===== src/rtl/lpc_wake_pkg.sv =====
package lpc_wake_pkg;

  localparam int unsigned INSN_W    = 32;
  localparam int unsigned IDX_FLD_W = 3;

  localparam logic [3:0] OP_HALT   = 4'hB;
  localparam logic [3:0] OP_STOP   = 4'h9;
  localparam logic [2:0] SUB_END   = 3'd0;
  localparam logic [2:0] SUB_SLEEP = 3'd1;

  typedef enum logic [1:0] {
    STOP_NONE,
    STOP_HALT,
    STOP_END,
    STOP_SLEEP
  } stop_kind_e;

  typedef struct packed {
    stop_kind_e             kind;
    logic                   wake;
    logic [IDX_FLD_W-1:0]   idx;
  } stop_cmd_t;

  function automatic stop_cmd_t decode_stop(input logic [INSN_W-1:0] w);
    stop_cmd_t c;
    c.kind = STOP_NONE;
    c.wake = w[0];
    c.idx  = w[IDX_FLD_W-1:0];
    if (w[31:28] == OP_HALT) begin
      c.kind = STOP_HALT;
    end else if (w[31:28] == OP_STOP) begin
      if (w[27:25] == SUB_END)        c.kind = STOP_END;
      else if (w[27:25] == SUB_SLEEP) c.kind = STOP_SLEEP;
    end
    return c;
  endfunction

endpackage


===== src/rtl/lpc_stop_decode.sv =====
module lpc_stop_decode
  import lpc_wake_pkg::*;
#(
  parameter int unsigned NTMR = 5,
  parameter int unsigned IDXW = 3
) (
  input  logic              insn_valid,
  input  logic [INSN_W-1:0] insn_word,
  input  logic              running,
  output logic              halt_acc,
  output logic              end_acc,
  output logic              sleep_acc,
  output logic              wake_bit,
  output logic [IDXW-1:0]   sleep_idx,
  output logic              idx_bad
);

  stop_cmd_t cmd;
  logic      take;
  logic      unused_bits;

  assign cmd         = decode_stop(insn_word);
  assign take        = insn_valid && running;
  assign unused_bits = ^insn_word[24:IDX_FLD_W];

  assign halt_acc  = take && (cmd.kind == STOP_HALT);
  assign end_acc   = take && (cmd.kind == STOP_END);
  assign sleep_acc = take && (cmd.kind == STOP_SLEEP);
  assign wake_bit  = cmd.wake;
  assign idx_bad   = int'(cmd.idx) >= int'(NTMR);
  assign sleep_idx = idx_bad ? '0 : cmd.idx[IDXW-1:0];

endmodule


===== src/rtl/lpc_period_bank.sv =====
module lpc_period_bank #(
  parameter int unsigned NTMR   = 5,
  parameter int unsigned PW     = 16,
  parameter int unsigned IDXW   = 3,
  parameter int unsigned CFG_AW = 3
) (
  input  logic              clk,
  input  logic              rst_n,
  input  logic              wr_en,
  input  logic [CFG_AW-1:0] wr_addr,
  input  logic [PW-1:0]     wr_data,
  input  logic [IDXW-1:0]   rd_idx,
  output logic [PW-1:0]     rd_eff
);

  logic [PW-1:0] per_q [NTMR];
  logic [PW-1:0] raw;

  function automatic logic [PW-1:0] eff_period(input logic [PW-1:0] p);
    return (p == '0) ? PW'(1) : p;
  endfunction

  for (genvar k = 0; k < NTMR; k++) begin : g_reg
    always_ff @(posedge clk or negedge rst_n) begin
      if (!rst_n)                                    per_q[k] <= '0;
      else if (wr_en && (wr_addr == CFG_AW'(k)))     per_q[k] <= wr_data;
    end
  end

  always_comb begin
    raw = per_q[0];
    for (int k = 0; k < int'(NTMR); k++) begin
      if (rd_idx == IDXW'(k)) raw = per_q[k];
    end
  end

  assign rd_eff = eff_period(raw);

endmodule


===== src/rtl/lpc_restart_timer.sv =====
module lpc_restart_timer #(
  parameter int unsigned PW = 16
) (
  input  logic          clk,
  input  logic          rst_n,
  input  logic          load,
  input  logic [PW-1:0] load_val,
  input  logic          count_en,
  output logic          expire
);

  logic [PW-1:0] cnt_q;

  assign expire = count_en && (cnt_q == PW'(1));

  always_ff @(posedge clk or negedge rst_n) begin
    if (!rst_n)                          cnt_q <= '0;
    else if (load)                       cnt_q <= load_val;
    else if (count_en && cnt_q > PW'(1)) cnt_q <= cnt_q - PW'(1);
  end

endmodule


===== src/rtl/lpc_wake_ctrl.sv =====
module lpc_wake_ctrl
  import lpc_wake_pkg::*;
#(
  parameter int unsigned NTMR   = 5,
  parameter int unsigned PW     = 16,
  parameter int unsigned CFG_AW = 3
) (
  input  logic              clk,
  input  logic              rst_n,
  input  logic              insn_valid,
  input  logic [INSN_W-1:0] insn_word,
  input  logic              cfg_we,
  input  logic [CFG_AW-1:0] cfg_addr,
  input  logic [PW-1:0]     cfg_wdata,
  input  logic              host_ack,
  output logic              start_pulse,
  output logic              cop_running,
  output logic              timer_armed,
  output logic              wake_req,
  output logic              idx_err
);

  localparam int unsigned IDXW      = (NTMR > 1) ? $clog2(NTMR) : 1;
  localparam int unsigned CTRL_ADDR = NTMR;

  logic            running_q, armed_q, wake_q, err_q, pulse_q;
  logic [IDXW-1:0] sel_q;

  logic            halt_acc, end_acc, sleep_acc, wake_bit, idx_bad;
  logic [IDXW-1:0] dec_idx, rd_idx;
  logic [PW-1:0]   rd_eff;
  logic            stop_acc, en_wr, arm_acc, expire, tmr_load, count_en;

  lpc_stop_decode #(.NTMR(NTMR), .IDXW(IDXW)) u_dec (
    .insn_valid (insn_valid),
    .insn_word  (insn_word),
    .running    (running_q),
    .halt_acc   (halt_acc),
    .end_acc    (end_acc),
    .sleep_acc  (sleep_acc),
    .wake_bit   (wake_bit),
    .sleep_idx  (dec_idx),
    .idx_bad    (idx_bad)
  );

  assign rd_idx = sleep_acc ? dec_idx : sel_q;

  lpc_period_bank #(.NTMR(NTMR), .PW(PW), .IDXW(IDXW), .CFG_AW(CFG_AW)) u_bank (
    .clk     (clk),
    .rst_n   (rst_n),
    .wr_en   (cfg_we),
    .wr_addr (cfg_addr),
    .wr_data (cfg_wdata),
    .rd_idx  (rd_idx),
    .rd_eff  (rd_eff)
  );

  assign stop_acc = halt_acc || end_acc || sleep_acc;
  assign en_wr    = cfg_we && (cfg_addr == CFG_AW'(CTRL_ADDR)) && cfg_wdata[0];
  assign arm_acc  = en_wr && !running_q && !armed_q;
  assign count_en = armed_q && !running_q;
  assign tmr_load = halt_acc || sleep_acc || arm_acc || expire;

  lpc_restart_timer #(.PW(PW)) u_tmr (
    .clk      (clk),
    .rst_n    (rst_n),
    .load     (tmr_load),
    .load_val (rd_eff),
    .count_en (count_en),
    .expire   (expire)
  );

  always_ff @(posedge clk or negedge rst_n) begin
    if (!rst_n) begin
      running_q <= 1'b0;
      armed_q   <= 1'b0;
      sel_q     <= '0;
      wake_q    <= 1'b0;
      err_q     <= 1'b0;
      pulse_q   <= 1'b0;
    end else begin
      pulse_q <= expire;
      if (stop_acc)    running_q <= 1'b0;
      else if (expire) running_q <= 1'b1;
      if (end_acc)      armed_q <= 1'b0;
      else if (arm_acc) armed_q <= 1'b1;
      if (sleep_acc) sel_q <= dec_idx;
      if (sleep_acc && idx_bad) err_q <= 1'b1;
      if (end_acc && wake_bit) wake_q <= 1'b1;
      else if (host_ack)       wake_q <= 1'b0;
    end
  end

  assign start_pulse = pulse_q;
  assign cop_running = running_q;
  assign timer_armed = armed_q;
  assign wake_req    = wake_q;
  assign idx_err     = err_q;

endmodule


===== config.mk =====
export PLATFORM = sky130hd
export DESIGN_NAME = lpc_wake_ctrl
export DESIGN_NICKNAME = d
export VERILOG_FILES = /design/src/rtl/lpc_wake_pkg.sv /design/src/rtl/lpc_stop_decode.sv /design/src/rtl/lpc_period_bank.sv /design/src/rtl/lpc_restart_timer.sv /design/src/rtl/lpc_wake_ctrl.sv
export SDC_FILE = /design/constraint.sdc
export NUM_CORES = 1
export LEC_CHECK = 0
export ABC_AREA = 1
export BUFFER_PORTS_ARGS = -buffer_cell sky130_fd_sc_hd__buf_2
export CAP_MARGIN = 20
export CORE_MARGIN = 5
export CORE_UTILIZATION = 55
export DETAILED_ROUTE_END_ITERATION = 10
export GPL_ROUTABILITY_DRIVEN = 0
export PLACE_DENSITY = 0.76
export SLEW_MARGIN = 20
export SYNTH_ARGS = -nofsm -noshare
export SYNTH_HDL_FRONTEND = slang
export SYNTH_SLANG_ARGS = --single-unit

===== constraint.sdc =====
create_clock -name clk -period 6.35 [get_ports clk]
set_input_delay 0.3175 -clock clk [delete_from_list [all_inputs] [get_ports clk]]
set_output_delay 0.3175 -clock clk [all_outputs]
set_load 0.02 [all_outputs]

==> impl_metrics.py <==
metrics = {
    "clocking": {
        "cts_sinks": 104,
        "cts_root_buf": "clkbuf_8",
        "clk_pin_slew_ps": 100,
        "cts_hold_buf": 1,
        "cts_setup_buffers": 0,
        "clock_latency_ps": 360,
        "cts-resized-gates": 0,
        "cts_buffer_depth": 2,
        "cts_tree": "built",
        "htreeDepth": 3,
        "cts_buffers": 9,
    },
    "setup_path": {
        "start_kind": "register",
        "endpoint_kind": "register",
        "crit_fanout": 22,
        "worst_ep_arrival_time_ps": 4030,
        "critical_path_class": "register to register",
        "critPathRequiredTime_ps": 6660,
    },
    "routing": {
        "post_drt_wl_per_cell_um": 14.8,
        "postRouteAntennaNets": 0,
        "drt_first_pass_iters": 5,
        "vias_per_cell": 5.39,
        "wl_um": 12800,
        "drt-initial-drc-count": 333,
        "num_vias": 4661,
        "drc": 0,
    },
    "logic_synthesis": {
        "ys_warn_count": 0,
        "seq_area_frac_synth": 0.492,
        "synth_edf_count": 0,
        "synth_nets": 765,
        "syn_area_um2": 5290,
        "ys.flop_type": "dfrtp_1",
        "synthArstFlopShare": 1.00,
        "yosysUniqueCellTypes": 34,
        "syn_area_per_cell_um2": 7.48,
        "synthCells": 707,
        "ys_seq_elements": 104,
    },
    "timing": {
        "min_period_ps": 3720,
        "setup_tns_ps": 0,
        "rsz0062_at_grt": "false",
        "finalHoldViolations": 0,
        "max_slew.worst_pin.slew_ps": 1040,
        "fin_crit_sh": 0.586,
        "setup_viol": 0,
        "drv_slew": 0,
        "max_freq_mhz": 269,
        "whs_ps": 137,
        "slew_headroom": 0.304,
        "finalClockSkew_ps": 10.8,
        "setup_ws_ps": 2630,
    },
    "min_path": {
        "hold_class": "input port to register",
    },
    "grt": {
        "grt_usage": 0.235,
        "grt-ovfl-total": 0,
        "grt_pass1_wl_um": 21700,
        "grt_pass1_vias": 4589,
        "antenna_found_initial": 0,
        "grt_max_degree": 82,
    },
    "pwr": {
        "p_leak_uw": 0.00288,
        "ir_drop_uv": 160,
        "power_density_nw_per_um2": 302,
    },
    "floorplan": {
        "fp.dieH_um": 108,
        "fp.coreArea_um2": 9280,
        "die_area_um2": 11700,
        "rows": 35,
        "ios": 61,
        "die_x_um": 108,
        "start_util": 0.569,
    },
    "status": {
        "outcome": "completed",
    },
    "placement": {
        "hpwl_um": 8430,
        "io_buffer_count": 38,
        "dp_slack_ps": 2700,
    },
    "cells_and_area": {
        "drive_gt1_frac": 0.0992,
        "n_antenna_cell": 0,
        "fillers": 823,
        "finalNetCount": 790,
        "areaGrowthSynthToFinish_pct": 8.57,
    },
    "flow_run": {
        "drv_cap": 0,
    },
}
## where the power goes
group	internal, uW	switching (uW)
Clock	151	217
Sequential	807	105
Combinational	172	281
Total	1130	604
## flip-flops by register name, indices dropped and copies added (netlist names)
| signal | flops |
|---|---|
| u_bank.per_q | 80 |
| u_tmr.cnt_q | 16 |
| sel_q | 3 |
| cop_running | 1 |
| idx_err | 1 |
| start_pulse | 1 |
| timer_armed | 1 |
| wake_req | 1 |
## cell type report
class / instances / area [um2] / area share
sequential: 104 / 2600 / 0.454
multi-input combinational: 504 / 2290 / 0.400
inverter: 71 / 272 / 0.0473
timing repair buffer: 42 / 244 / 0.0425
tap: 129 / 161 / 0.0281
clock buffer: 12 / 145 / 0.0253
clock inverter: 3 / 18.8 / 0.00327
## path summary, 6_finish.rpt
path,slack (ps),cells after the start,startpoint,end
max reg2reg,2630,15,cop_running,u_tmr.cnt_q[0]
max in group asynchronous,4950,3,rst_n,u_tmr.cnt_q[9]
max,2630,15,cop_running,u_tmr.cnt_q[0]
min,140,2,host_ack,wake_req
min reg2reg,490,2,u_bank.per_q[11],u_bank.per_q[11]
min in group asynchronous,390,2,rst_n,u_bank.per_q[52]
## cells in the final DEF (no fill, tap or decap), drive strengths merged, types with 3 or more instances in the layout
cell    instances
inv            69
dfrtp         104
nand2         213
xor2            4
nor2           92
a21oi          24
xnor2           3
nand4           8
o21ai         114
clkbuf         12
nor3            6
buf            41
nand3          25
clkinv          5
## critical path, cell delays in order (launching register included)
cell,delay [ps]
dfrtp_1,470
nand2_2,120
inv_2,60
nand3_1,130
nand2_1,60
nand2_1,610
nand3_1,920
nor2_1,280
o21ai_0,120
a21boi_1,310
nand3_1,130
nor2_1,170
nand2_1,70
nand2_1,70
nand2_1,50
nand2_1,60
## routing by layer
layer	track usage	part of all wire	wire length (um)
met2	0.376	0.45	5700
met3	0.0322	0.060	764
met1	0.325	0.46	5930
met4	0.0956	0.031	390
met5	0	0	0
## logic make-up after synthesis
logic type,synth area share
XOR/XNOR,0.0116
AO/OA/AOI/OAI,0.144
adder cells (fa/ha/maj),0.00473
buffers and inverters,0.0758
flip-flops,0.492
AND/OR/NAND/NOR,0.272
## stage by stage
step / power [uW] / std cells / utilization / cell area (um2)
4_1_cts: 1740 / 863 / 0.613 / 5690
6_report: 1730 / 865 / 0.618 / 5740
2_1_floorplan: 1240 / 707 / - / 5290
3_5_place_dp: 1370 / 847 / 0.594 / 5520
5_1_grt: 1870 / 865 / 0.618 / 5740
3_3_place_gp: 1350 / 847 / 0.594 / 5520
## Yosys cell counts (3+ instances only)
cell type / number / area [um2]
nand2_2: 3 / 18.8
nor2_1: 88 / 330
a21oi_1: 24 / 120
nand2_1: 209 / 785
xor2_1: 4 / 35.0
o21ai_0: 114 / 571
xnor2_1: 3 / 26.3
inv_1: 64 / 240
buf_2: 7 / 35.0
dfrtp_1: 104 / 2600
nand3_1: 23 / 115
nor2_4: 3 / 33.8
nand4_1: 8 / 50.1
clkbuf_1: 19 / 71.3
inv_2: 3 / 11.3
nor3_1: 5 / 25.0
Note: power is estimated with default switching activity, not from simulation.
